File: config.mk
export PLATFORM = sky130hd
export DESIGN_NAME = autocfg_responder
export DESIGN_NICKNAME = d
export VERILOG_FILES = /design/src/rtl/acr_pkg.sv /design/src/rtl/acr_bus_fsm.sv /design/src/rtl/acr_cfg_ctrl.sv /design/src/rtl/acr_id_rom.sv /design/src/rtl/autocfg_responder.sv
export SDC_FILE = /design/constraint.sdc
export NUM_CORES = 1
export LEC_CHECK = 0
export BUFFER_PORTS_ARGS = -buffer_cell sky130_fd_sc_hd__buf_2
export CAP_MARGIN = 20
export CORE_MARGIN = 2
export CORE_UTILIZATION = 40
export CTS_BUF_LIST = sky130_fd_sc_hd__clkbuf_2
export DETAILED_ROUTE_END_ITERATION = 10
export GPL_ROUTABILITY_DRIVEN = 0
export SKIP_CTS_REPAIR_TIMING = 1
export SLEW_MARGIN = 20
export SYNTH_ARGS = -nofsm -noshare
export SYNTH_HDL_FRONTEND = slang
export SYNTH_HIERARCHICAL = 1
export SYNTH_SLANG_ARGS = --single-unit
export TNS_END_PERCENT = 5
File: constraint.sdc
create_clock -name clk -period 2.5 [get_ports clk]
set_input_delay 0.5 -clock clk [delete_from_list [all_inputs] [get_ports clk]]
set_output_delay 0.5 -clock clk [all_outputs]
set_load 0.005 [all_outputs]
File: src/rtl/acr_pkg.sv
package acr_pkg;
    typedef enum logic [1:0] {
        BS_IDLE = 2'd0,
        BS_ADDR = 2'd1,
        BS_DATA = 2'd2
    } bus_st_e;

    typedef enum logic [1:0] {
        CF_UNCONF  = 2'd0,
        CF_PARTIAL = 2'd1,
        CF_CONF    = 2'd2
    } cfg_st_e;

    localparam int NIB_W = 4;
endpackage

File: src/rtl/acr_bus_fsm.sv
module acr_bus_fsm
    import acr_pkg::*;
#(
    parameter int ADDR_HI = 23,
    parameter int DATA_W  = 16
) (
    input  logic                clk,
    input  logic                rst_n,
    input  logic [ADDR_HI:1]    as_addr,
    input  logic [DATA_W-1:0]   as_wdata,
    input  logic                as_n,
    input  logic                rw,
    input  logic                uds_n,
    input  logic                lds_n,
    output logic                wr_done,
    output logic [ADDR_HI:1]    wr_addr,
    output logic [DATA_W-1:0]   wr_data,
    output logic                wr_upper
);
    bus_st_e state_q, state_d;

    always_ff @(posedge clk or negedge rst_n) begin
        if (!rst_n) state_q <= BS_IDLE;
        else        state_q <= state_d;
    end

    always_comb begin
        state_d = state_q;
        unique case (state_q)
            BS_IDLE: if (!as_n && !rw) state_d = BS_ADDR;
            BS_ADDR: begin
                if (as_n)                     state_d = BS_IDLE;
                else if (!uds_n || !lds_n)    state_d = BS_DATA;
            end
            BS_DATA: if (as_n) state_d = BS_IDLE;
            default: state_d = BS_IDLE;
        endcase
    end

    always_ff @(posedge clk or negedge rst_n) begin
        if (!rst_n) begin
            wr_done  <= 1'b0;
            wr_addr  <= '0;
            wr_data  <= '0;
            wr_upper <= 1'b0;
        end else begin
            wr_done <= (state_q == BS_DATA) && as_n;
            if (state_q == BS_IDLE && state_d == BS_ADDR) begin
                wr_addr  <= as_addr;
                wr_upper <= 1'b0;
            end
            if (state_q == BS_ADDR && state_d == BS_DATA) begin
                wr_data  <= as_wdata;
                wr_upper <= !uds_n;
            end
        end
    end

    p_done_single_r6: assert property (@(posedge clk) disable iff (!rst_n)
        wr_done |=> !wr_done);
endmodule

File: src/rtl/acr_cfg_ctrl.sv
module acr_cfg_ctrl
    import acr_pkg::*;
#(
    parameter int          ADDR_HI    = 23,
    parameter int          DATA_W     = 16,
    parameter int          PAGE_SHIFT = 16,
    parameter logic [7:0]  CFG_PAGE   = 8'hE8,
    parameter logic [7:0]  OFF_HI_NIB = 8'h48,
    parameter logic [7:0]  OFF_LO_NIB = 8'h4A,
    localparam int         PAGE_W     = ADDR_HI + 1 - PAGE_SHIFT
) (
    input  logic                clk,
    input  logic                rst_n,
    input  logic                chain_sel,
    input  logic                wr_done,
    input  logic [ADDR_HI:1]    wr_addr,
    input  logic [DATA_W-1:0]   wr_data,
    input  logic                wr_upper,
    output logic                configured,
    output logic [PAGE_W-1:0]   base_page
);
    localparam int PEND_W = PAGE_W - NIB_W;

    cfg_st_e           state_q, state_d;
    logic [PEND_W-1:0] pend_q;
    logic [7:0]        wr_off;
    logic              win_wr, hi_wr, lo_wr;
    logic [NIB_W-1:0]  nib;

    assign wr_off = {wr_addr[7:1], 1'b0};
    assign nib    = wr_data[DATA_W-1 -: NIB_W];
    assign win_wr = wr_done && wr_upper && chain_sel &&
                    (wr_addr[ADDR_HI:PAGE_SHIFT] == CFG_PAGE[PAGE_W-1:0]) &&
                    (wr_addr[PAGE_SHIFT-1:8] == '0);
    assign hi_wr  = win_wr && (wr_off == OFF_HI_NIB);
    assign lo_wr  = win_wr && (wr_off == OFF_LO_NIB);

    always_ff @(posedge clk or negedge rst_n) begin
        if (!rst_n) state_q <= CF_UNCONF;
        else        state_q <= state_d;
    end

    always_comb begin
        state_d = state_q;
        unique case (state_q)
            CF_UNCONF: begin
                if (lo_wr)      state_d = CF_CONF;
                else if (hi_wr) state_d = CF_PARTIAL;
            end
            CF_PARTIAL: if (lo_wr) state_d = CF_CONF;
            CF_CONF:    state_d = CF_CONF;
            default:    state_d = CF_UNCONF;
        endcase
    end

    always_ff @(posedge clk or negedge rst_n) begin
        if (!rst_n) begin
            pend_q    <= '0;
            base_page <= '0;
        end else if (state_q != CF_CONF) begin
            if (hi_wr) pend_q <= nib[PEND_W-1:0];
            if (lo_wr) base_page <= {pend_q, nib};
        end
    end

    assign configured = (state_q == CF_CONF);

    p_conf_sticky_r11: assert property (@(posedge clk) disable iff (!rst_n)
        configured |=> configured);
    p_page_frozen_r8: assert property (@(posedge clk) disable iff (!rst_n)
        configured |=> $stable(base_page));
    p_commit_chain_r4: assert property (@(posedge clk) disable iff (!rst_n)
        $rose(configured) |-> $past(chain_sel));
    p_commit_lane_r10: assert property (@(posedge clk) disable iff (!rst_n)
        $rose(configured) |-> $past(wr_upper));
endmodule

File: src/rtl/acr_id_rom.sv
module acr_id_rom
    import acr_pkg::*;
#(
    parameter int                   ENTRIES = 12,
    parameter int                   RSV_IDX = 3,
    parameter int                   DATA_W  = 16,
    parameter logic [ENTRIES*4-1:0] ID_NIBBLES = '0
) (
    input  logic [7:0]        offset,
    output logic [DATA_W-1:0] rd_word
);
    logic [NIB_W-1:0] table_q [ENTRIES];

    for (genvar g = 0; g < ENTRIES; g++) begin : g_entry
        if (g == RSV_IDX) begin : g_rsv
            assign table_q[g] = '0;
        end else begin : g_val
            assign table_q[g] = ID_NIBBLES[g*NIB_W +: NIB_W];
        end
    end

    logic [5:0] idx;
    assign idx = offset[7:2];

    always_comb begin
        rd_word = '0;
        if (offset[1:0] == 2'b00 && int'(idx) < ENTRIES)
            rd_word = {table_q[idx[$clog2(ENTRIES)-1:0]], {(DATA_W-NIB_W){1'b0}}};
    end
endmodule

File: src/rtl/autocfg_responder.sv
module autocfg_responder
    import acr_pkg::*;
#(
    parameter int          ADDR_HI    = 23,
    parameter int          DATA_W     = 16,
    parameter int          PAGE_SHIFT = 16,
    parameter logic [7:0]  CFG_PAGE   = 8'hE8,
    parameter int          ID_ENTRIES = 12,
    parameter logic [47:0] ID_NIBBLES = 48'h5A3C_9604_E21F
) (
    input  logic                clk,
    input  logic                bus_rst_n,
    input  logic [ADDR_HI:1]    bus_addr,
    input  logic [DATA_W-1:0]   bus_wdata,
    input  logic                bus_as_n,
    input  logic                bus_rw,
    input  logic                bus_uds_n,
    input  logic                bus_lds_n,
    input  logic                chain_in_n,
    output logic [DATA_W-1:0]   bus_rdata,
    output logic                bus_rdata_oe,
    output logic                chain_out_n,
    output logic                board_sel
);
    localparam int PAGE_W = ADDR_HI + 1 - PAGE_SHIFT;

    logic                wr_done, wr_upper, configured;
    logic [ADDR_HI:1]    wr_addr;
    logic [DATA_W-1:0]   wr_data, rom_word;
    logic [PAGE_W-1:0]   base_page;
    logic                win_hit;

    acr_bus_fsm #(.ADDR_HI(ADDR_HI), .DATA_W(DATA_W)) u_bus (
        .clk(clk), .rst_n(bus_rst_n), .as_addr(bus_addr), .as_wdata(bus_wdata),
        .as_n(bus_as_n), .rw(bus_rw), .uds_n(bus_uds_n), .lds_n(bus_lds_n),
        .wr_done(wr_done), .wr_addr(wr_addr), .wr_data(wr_data), .wr_upper(wr_upper)
    );

    acr_cfg_ctrl #(.ADDR_HI(ADDR_HI), .DATA_W(DATA_W), .PAGE_SHIFT(PAGE_SHIFT),
                   .CFG_PAGE(CFG_PAGE)) u_cfg (
        .clk(clk), .rst_n(bus_rst_n), .chain_sel(!chain_in_n),
        .wr_done(wr_done), .wr_addr(wr_addr), .wr_data(wr_data), .wr_upper(wr_upper),
        .configured(configured), .base_page(base_page)
    );

    acr_id_rom #(.ENTRIES(ID_ENTRIES), .DATA_W(DATA_W),
                 .ID_NIBBLES(ID_NIBBLES[ID_ENTRIES*4-1:0])) u_rom (
        .offset({bus_addr[7:1], 1'b0}), .rd_word(rom_word)
    );

    assign win_hit = (bus_addr[ADDR_HI:PAGE_SHIFT] == CFG_PAGE[PAGE_W-1:0]) &&
                     (bus_addr[PAGE_SHIFT-1:7] == '0);

    always_comb begin
        bus_rdata_oe = !bus_as_n && bus_rw && win_hit && !chain_in_n && !configured;
        bus_rdata    = bus_rdata_oe ? rom_word : '0;
        chain_out_n  = !configured;
        board_sel    = configured && !bus_as_n &&
                       (bus_addr[ADDR_HI:PAGE_SHIFT] == base_page);
    end
endmodule

==> impl_metrics.ini, run 1 <==
[route]
viasPerCell = 5.06
drt_iter0_markers = 53
num_vias = 1797
drc = 0
ant_nets = 0
first_pass_iters = 4
wire_per_inst_um = 14.8
drt_wl_total_um = 5270

[setup_path]
cpPeakStageDelay_ns = 0.45
worstPathRequired_ns = 2.00
cp-start-kind = register
path_cells = inv_2, ha_4, buf_6, inv_2, or3_1, nor3_2, buf_2
worst_path_most_repeated_cell = inv_2
r2r_cells = 5
crit_type = reg -> out
worstPathArrival_ns = 1.93
slowest_stage = dfrtp_1
r2r-start = u_bus/wr_addr[17]
crit_family = simple AND/OR/NAND/NOR gates
cp_num_buf_inv = 4
cp_max_fo = 3
end_kind = output port
r2r_end = u_cfg/base_page[2]
r2r_slack_ns = 0.61
cp.depth = 7

[layout]
fin_cells = 355
final_util_pct = 45.9
fillerInstances = 640
nets = 327
diodes = 0
syn2layout_area_growth_pct = 13.0
drive_above_1_share_pct = 46.2

[timing]
final_max_slew_viol_count = 0
finalClockSkew_ns = 0.0167
hold_viol = 0
worstMarginPinSlew_ns = 0.564
setup_slack_ns = 0.0749
slew_headroom_pct = 62.4
fin_crit_sh_pct = 97.0
period_minus_slack_ns = 2.43
holdWs_ns = 0.111
rsz0062_at_grt = yes
fmax_mhz = 412
setup_viol = 0

[synth]
yosys_warnings = 6
synth_cells = 225
syn_area_per_cell_um2 = 12.1
syn_area_um2 = 2710

[placement]
placedCellCount = 344
port_buffers = 40
hpwl_um = 3950
post-place-ws_ns = 0.197

[global_routing]
grt_max_degree = 46
antenna_found_initial = 0
grt_pass1_wl_um = 8550
track_usage_pct = 14.5
grt_pass1_vias = 1787
gr-total-overflow = 0

[floorplanning]
core_um2 = 6680
rows = 30
initial_utilization_pct = 40.6
ioPinCount = 65
die-area_um2 = 7460
dieWidth_um = 86.4
dieHeight_um = 86.4

[power_and_ir_drop]
leakagePower_nw = 1.35
cellPowerDensity_nw_per_um2 = 485
max-vdd-ir-drop_v = 0.000330

[clock_network]
cts_buffers = 5
clk_latency_ns = 0.41
cts.sinks = 45
cts_buffer_depth = 2
h-tree-depth = 2
cts-root-buf = clkbuf_2
clk_pin_slew_ns = 0.23
cts_tree = yes

[outcome]
status = completed

[run]
cap_violations = 0

[min_path]
min_path_type = in -> async
-- state kept, by name, summed over array words and instances (netlist names) --
| register | cells |
|---|---|
| u_cfg/state_q | 2 |
| u_bus/state_q | 2 |
| u_bus/wr_upper | 1 |
| u_cfg/base_page | 8 |
| u_bus/wr_addr | 23 |
| u_bus/wr_data | 4 |
| u_cfg/pend_q | 4 |
| u_bus/wr_done | 1 |
-- per-layer routing --
layer | vias to the layer above | track usage [%] | part of all wire, %
met4 | 0 | 3.41 | 0.76
met1 | 874 | 20.4 | 48
li1 | 881 | - | -
met3 | 4 | 3.05 | 3.9
met2 | 38 | 23.1 | 47
met5 | - | 0 | 0
-- placed cells by master (no fill, tap or decap), types with 2 or more instances in the layout --
| cell | instances |
|---|---|
| a21oi_1 | 2 |
| and4b_1 | 3 |
| buf_2 | 40 |
| buf_4 | 11 |
| clkbuf_2 | 5 |
| conb_1 | 13 |
| dfrtp_1 | 45 |
| ha_1 | 6 |
| inv_1 | 5 |
| inv_2 | 3 |
| mux2_2 | 40 |
| nand2_1 | 2 |
| nand2b_1 | 21 |
| nand3_1 | 3 |
| nand3b_1 | 2 |
| nor2_1 | 6 |
| nor3_1 | 2 |
| nor4_1 | 8 |
| nor4_2 | 12 |
| nor4_4 | 4 |
| nor4b_4 | 2 |
| o211a_1 | 2 |
| o21a_1 | 2 |
| o21ai_0 | 4 |
| or3_1 | 2 |
| xnor2_1 | 7 |
-- worst max path at each step --
stage,startpoint,to
floorplan,u_cfg/state_q[0],bus_rdata[12]
global placement,u_cfg/state_q[0],bus_rdata[14]
detailed placement,u_cfg/state_q[0],bus_rdata[15]
CTS,u_cfg/state_q[0],bus_rdata[15]
global route,u_cfg/state_q[0],bus_rdata[13]
finish,u_cfg/state_q[0],board_sel
-- layout make-up --
cell class	instances	area, um2	area share, %
clock inverters	3	17.5	0.571
clock buffers	5	25.0	0.816
flip-flops and latches	45	1130	36.7
inverters	8	30.0	0.979
well taps	80	100	3.26
repair buffers	52	294	9.59
multi-input cells	162	1470	48.1
-- metrics by stage --
stage                     TNS [ns]  area (um2)  power, mW
after global placement           0        2960       1.19
final                            0        3070       1.49
after floorplan                  0        2760       1.10
after global routing        -0.116        3070       1.58
after detailed placement         0        2960       1.20
after CTS                    -1.57        3010       1.50
-- worst register-to-register path: cells and delay by family (launching register included) --
family	cells	cell delay, ns
and+or+nand+nor	3	0.82
DFF	1	0.43
muxes	1	0.34
buffers and inverters	1	0.21
-- power by group --
group / total (mW) / internal, mW / leakage [nW] / switching (mW)
combinational: 0.276 / 0.155 / 0.753 / 0.121
clock: 0.307 / 0.0663 / 0.0304 / 0.241
sequential: 0.905 / 0.836 / 0.563 / 0.0689
total: 1.49 / 1.06 / 1.35 / 0.431
(Power assumes the default switching activity.)
==> run 2: changes to the inputs <==
--- a/config.mk
+++ b/config.mk
@@ -13,7 +13,7 @@
 export DETAILED_ROUTE_END_ITERATION = 10
 export GPL_ROUTABILITY_DRIVEN = 0
 export SKIP_CTS_REPAIR_TIMING = 1
-export SLEW_MARGIN = 20
+export SLEW_MARGIN = 30
 export SYNTH_ARGS = -nofsm -noshare
 export SYNTH_HDL_FRONTEND = slang
 export SYNTH_HIERARCHICAL = 1
==> constraint.sdc (replaced) <==
create_clock -name clk -period 2.51 [get_ports clk]
set_input_delay 0.502 -clock clk [delete_from_list [all_inputs] [get_ports clk]]
set_output_delay 0.502 -clock clk [all_outputs]
set_load 0.005 [all_outputs]
==> run 2 against run 1 <==
Core utilization up 1.6 points. Sequential power about the same. Largest cell class unchanged. Final area up 3.4%. Critical path depth unchanged. Non-clock buffer count up 2. Sequential share of layout area down 1.2 points. Clock power up 68%. Final cell count up 0.56%. First-iteration DRC count up 62%. Routed wire length up 3.7%. Power up 14%. Critical endpoint unchanged.
==> impl_metrics.ini, run 2 (synthesized netlist as in run 1, its figures left out) <==
[outcome]
status = completed

[route]
wire_per_inst_um = 15.3
ant_nets = 0
drc = 0
drt_wl_total_um = 5470
num_vias = 1803
viasPerCell = 5.05
first_pass_iters = 4
drt_iter0_markers = 86

[power_and_ir_drop]
switching_share_pct = 25.9
max-vdd-ir-drop_v = 0.000259
clock_power_share_pct = 30.4
seq_power_share_pct = 53.1
cellPowerDensity_nw_per_um2 = 535
leakagePower_nw = 1.42
p_sw_uw = 439
power_frac_comb_pct = 16.5
p_int_mw = 1.26

[timing]
slew_headroom_pct = 61.5
rsz0062_at_grt = yes
finalClockSkew_ns = 0.0362
fmax_mhz = 413
holdWs_ns = 0.111
hold_viol = 0
fin_crit_sh_pct = 96.5
worstMarginPinSlew_ns = 0.577
period_minus_slack_ns = 2.42
final_max_slew_viol_count = 0
tns_ns = 0
setup_viol = 0

[floorplanning]
dieHeight_um = 86.4
initial_utilization_pct = 40.6
die-area_um2 = 7460
rows = 30
core_um2 = 6680
dieWidth_um = 86.4
ioPinCount = 65

[global_routing]
track_usage_pct = 15.1
antenna_found_initial = 0
grt_max_degree = 46
grt_pass1_wl_um = 8930
grt_pass1_vias = 1773
gr-total-overflow = 0

[layout]
fillerInstances = 627
largest-register = u_bus/wr_addr
largestRegisters = u_bus/wr_addr: 23 flops, u_cfg/base_page: 8 flops
final_cell_mix = dfrtp_1, buf_2, mux2_2
final_util_pct = 47.5
diodes = 0
layout_commonest_cell = dfrtp_1
syn2layout_area_growth_pct = 16.8
finalInstanceArea_um2 = 3170
fin_cells = 357
drive_above_1_share_pct = 47.7
nets = 329
largest_reg_flops = 23

[clock_network]
cts_buffers = 5
cts_buffer_depth = 2
clk_latency_ns = 0.42
cts_tree = yes
clk_pin_slew_ns = 0.26
h-tree-depth = 2
cts.sinks = 45
cts-root-buf = clkbuf_2

[setup_path]
worstPathRequired_ns = 2.01
end_kind = output port
cp_max_fo = 3
cp-start-kind = register
crit_type = reg -> out
worstPathArrival_ns = 1.92
r2r_slack_ns = 0.53

[placement]
hpwl_um = 3900
placedCellCount = 343
dpl_cell_area_um2 = 2960
port_buffers = 40

[min_path]
min_path_type = in -> async

[run]
cap_violations = 0
## run 2: changes by cell type in the layout (fill, tap and decap cells not counted), sizes merged
cell | previous run | this run
buf | 52 | 54
bufinv | 0 | 2
clkinv | 3 | 0
inv | 8 | 9
## run 2: worst paths after layout
check | to | startpoint | cells past startpoint
setup / recovery | board_sel | u_cfg/state_q[0] | 7
hold / removal | u_cfg/state_q[1] | bus_rst_n | 2
setup reg to reg | u_cfg/base_page[6] | u_bus/wr_addr[17] | 5
hold reg to reg | u_bus/wr_addr[2] | u_bus/wr_addr[2] | 1
max in group asynchronous | u_bus/wr_addr[2] | bus_rst_n | 2
min in group clk | u_bus/wr_upper | bus_uds_n | 2
## run 2: cell type report
class                           count  area [um2]  area share [%]
Inverter                            8        32.5            1.03
Multi-Input combinational cell    162        1510            47.6
Timing Repair Buffer               54         309            9.75
Clock inverter                      3        68.8            2.17
Sequential cell                    45        1130            35.5
Clock buffer                        5        25.0           0.789
Tap cell                           80         100            3.16
## run 2: metrics by stage
| stage | setup WS, ns | total power, mW |
|---|---|---|
| final | 0.0872 | 1.70 |
| after global routing | -0.0404 | 1.80 |
| after CTS | -0.317 | 1.71 |
| after detailed placement | 0.186 | 1.19 |
| after global placement | 0.184 | 1.18 |
| after floorplan | 0.393 | 1.10 |
## run 2: layer usage
| metal | vias to the layer above | part of all wire [%] | global-route usage, % |
|---|---|---|---|
| met1 | 881 | 48 | 22.3 |
| li1 | 884 | - | - |
| met2 | 36 | 47 | 23.3 |
| met3 | 2 | 4.1 | 3.14 |
| met4 | 0 | 0.49 | 2.98 |
| met5 | - | 0 | 0 |
## run 2: power by group through the flow
stage          registers (mW)  logic (mW)  clock network (mW)
6_report                0.902       0.279               0.516
5_1_grt                 0.919       0.313               0.570
4_1_cts                 0.902       0.275               0.531
3_5_place_dp            0.916       0.274                   0
3_3_place_gp            0.913       0.268                   0
2_1_floorplan           0.892       0.208                   0
## run 2: critical path: stages (launching register included)
cell	delay (ns)
dfrtp_1	0.45
inv_2	0.10
ha_4	0.16
buf_6	0.12
inv_4	0.03
or3_4	0.33
nor3_4	0.19
buf_2	0.14
==> run 3: changes to the inputs <==
--- a/config.mk
+++ b/config.mk
@@ -5,12 +5,12 @@
 export SDC_FILE = /design/constraint.sdc
 export NUM_CORES = 1
 export LEC_CHECK = 0
-export BUFFER_PORTS_ARGS = -buffer_cell sky130_fd_sc_hd__buf_2
 export CAP_MARGIN = 20
 export CORE_MARGIN = 2
 export CORE_UTILIZATION = 40
 export CTS_BUF_LIST = sky130_fd_sc_hd__clkbuf_2
 export DETAILED_ROUTE_END_ITERATION = 10
+export DONT_BUFFER_PORTS = 1
 export GPL_ROUTABILITY_DRIVEN = 0
 export SKIP_CTS_REPAIR_TIMING = 1
 export SLEW_MARGIN = 30
==> run 3 against run 2 <==
Worst hold slack better by 0.012 ns. Worst setup slack worse by 0.0046 ns. Clock-buffer cell count stayed put. Highest routed layer unchanged.
==> impl_metrics.ini, run 3 (synthesized netlist as in run 1, its figures left out) <==
[outcome]
status = completed

[route]
drc = 0
first_pass_iters = 4
drt_wl_total_um = 5160
num_vias = 1644
drt_iter0_markers = 69
ant_nets = 0
wire_per_inst_um = 16.6
viasPerCell = 5.29

[clock_network]
h-tree-depth = 2
clk_pin_slew_ns = 0.23
cts-root-buf = clkbuf_2
clk_latency_ns = 0.41
cts.sinks = 45
cts_buffer_depth = 2
cts_buffers = 5
cts_tree = yes

[power_and_ir_drop]
max-vdd-ir-drop_v = 0.000371
clock_power_share_pct = 20.9
power_frac_comb_pct = 16.0
p_sw_uw = 390
switching_share_pct = 27.3
seq_power_share_pct = 63.0
cellPowerDensity_nw_per_um2 = 493
leakagePower_nw = 1.22
p_int_mw = 1.04

[layout]
largest-register = u_bus/wr_addr
final_util_pct = 43.4
fin_cells = 311
diodes = 0
final_cell_mix = dfrtp_1, mux2_2, nand2b_1
nets = 283
largestRegisters = u_bus/wr_addr: 23 flops, u_cfg/base_page: 8 flops
drive_above_1_share_pct = 35.9
fillerInstances = 653
largest_reg_flops = 23
layout_commonest_cell = dfrtp_1
syn2layout_area_growth_pct = 6.73

[floorplanning]
ioPinCount = 65
rows = 30
initial_utilization_pct = 40.6
die-area_um2 = 7460
core_um2 = 6680
dieWidth_um = 86.4
dieHeight_um = 86.4

[global_routing]
grt_pass1_vias = 1641
antenna_found_initial = 0
grt_max_degree = 46
track_usage_pct = 14.0
gr-total-overflow = 0
grt_pass1_wl_um = 8130

[setup_path]
r2r_cells = 4
cp_max_fo = 3
cp-start-kind = register
crit_type = reg -> out
worstPathArrival_ns = 1.93
worstPathRequired_ns = 2.01
end_kind = output port

[min_path]
min_path_type = in -> reg
min_path_cells = 1

[timing]
fin_crit_sh_pct = 96.7
hold_viol = 0
fmax_mhz = 412
worstMarginPinSlew_ns = 0.943
slew_headroom_pct = 37.1
tns_ns = 0
setup_viol = 0
period_minus_slack_ns = 2.43
finalClockSkew_ns = 0.0249
final_max_slew_viol_count = 0

[placement]
placedCellCount = 300
hpwl_um = 3720
port_buffers = 0

[run]
cap_violations = 0
-- run 3: critical path: stages (launching register included) --
cell and delay [ns]:
dfrtp_1 0.45, inv_2 0.11, ha_4 0.17, buf_4 0.14
inv_2 0.05, or3_1 0.36, nor3_2 0.23
-- run 3: cell type report --
type	instances	area [um2]	share of cell area (%)
flip-flops and latches	45	1130	38.9
well taps	80	100	3.46
clock buffers	5	25.0	0.864
clock inverters	3	17.5	0.605
repair buffers	8	82.6	2.85
multi-input cells	162	1520	52.3
inverters	8	30.0	1.04
-- run 3: worst paths after layout --
path	from	end	slack [ns]
max	u_cfg/state_q[0]	board_sel	0.08
min	bus_as_n	u_bus/state_q[1]	0.12
max reg2reg	u_bus/wr_addr[17]	u_cfg/base_page[5]	0.40
min reg2reg	u_cfg/pend_q[3]	u_cfg/pend_q[3]	0.53
max in group asynchronous	bus_rst_n	u_bus/wr_addr[2]	1.75
min in group asynchronous	bus_rst_n	u_cfg/pend_q[2]	0.53
-- run 3: per-stage QoR --
stage / setup WS (ns) / hold slack (ns) / cell area (um2) / power (mW)
after floorplan: 0.393 / 0.206 / 2760 / 1.10
after global placement: 0.324 / 0.208 / 2730 / 1.11
after detailed placement: 0.310 / 0.208 / 2730 / 1.12
after CTS: -0.216 / -0.287 / 2780 / 1.42
after global routing: -0.0277 / 0.0702 / 2900 / 1.52
final: 0.0826 / 0.124 / 2900 / 1.43
-- run 3: layer usage --
metal / vias up / part of all wire [%] / global-route usage, %
li1: 794 / - / -
met1: 797 / 46 / 19.0
met2: 43 / 45 / 21.5
met3: 10 / 7.6 / 4.95
met4: 0 / 1.3 / 3.84
met5: - / 0 / 0
-- run 3: power by group through the flow --
stage	clock, mW	combinational, mW	sequential (mW)
2_1_floorplan	0	0.208	0.892
3_3_place_gp	0	0.200	0.913
3_5_place_dp	0	0.206	0.916
4_1_cts	0.313	0.206	0.902
5_1_grt	0.343	0.255	0.919
6_report	0.299	0.229	0.901
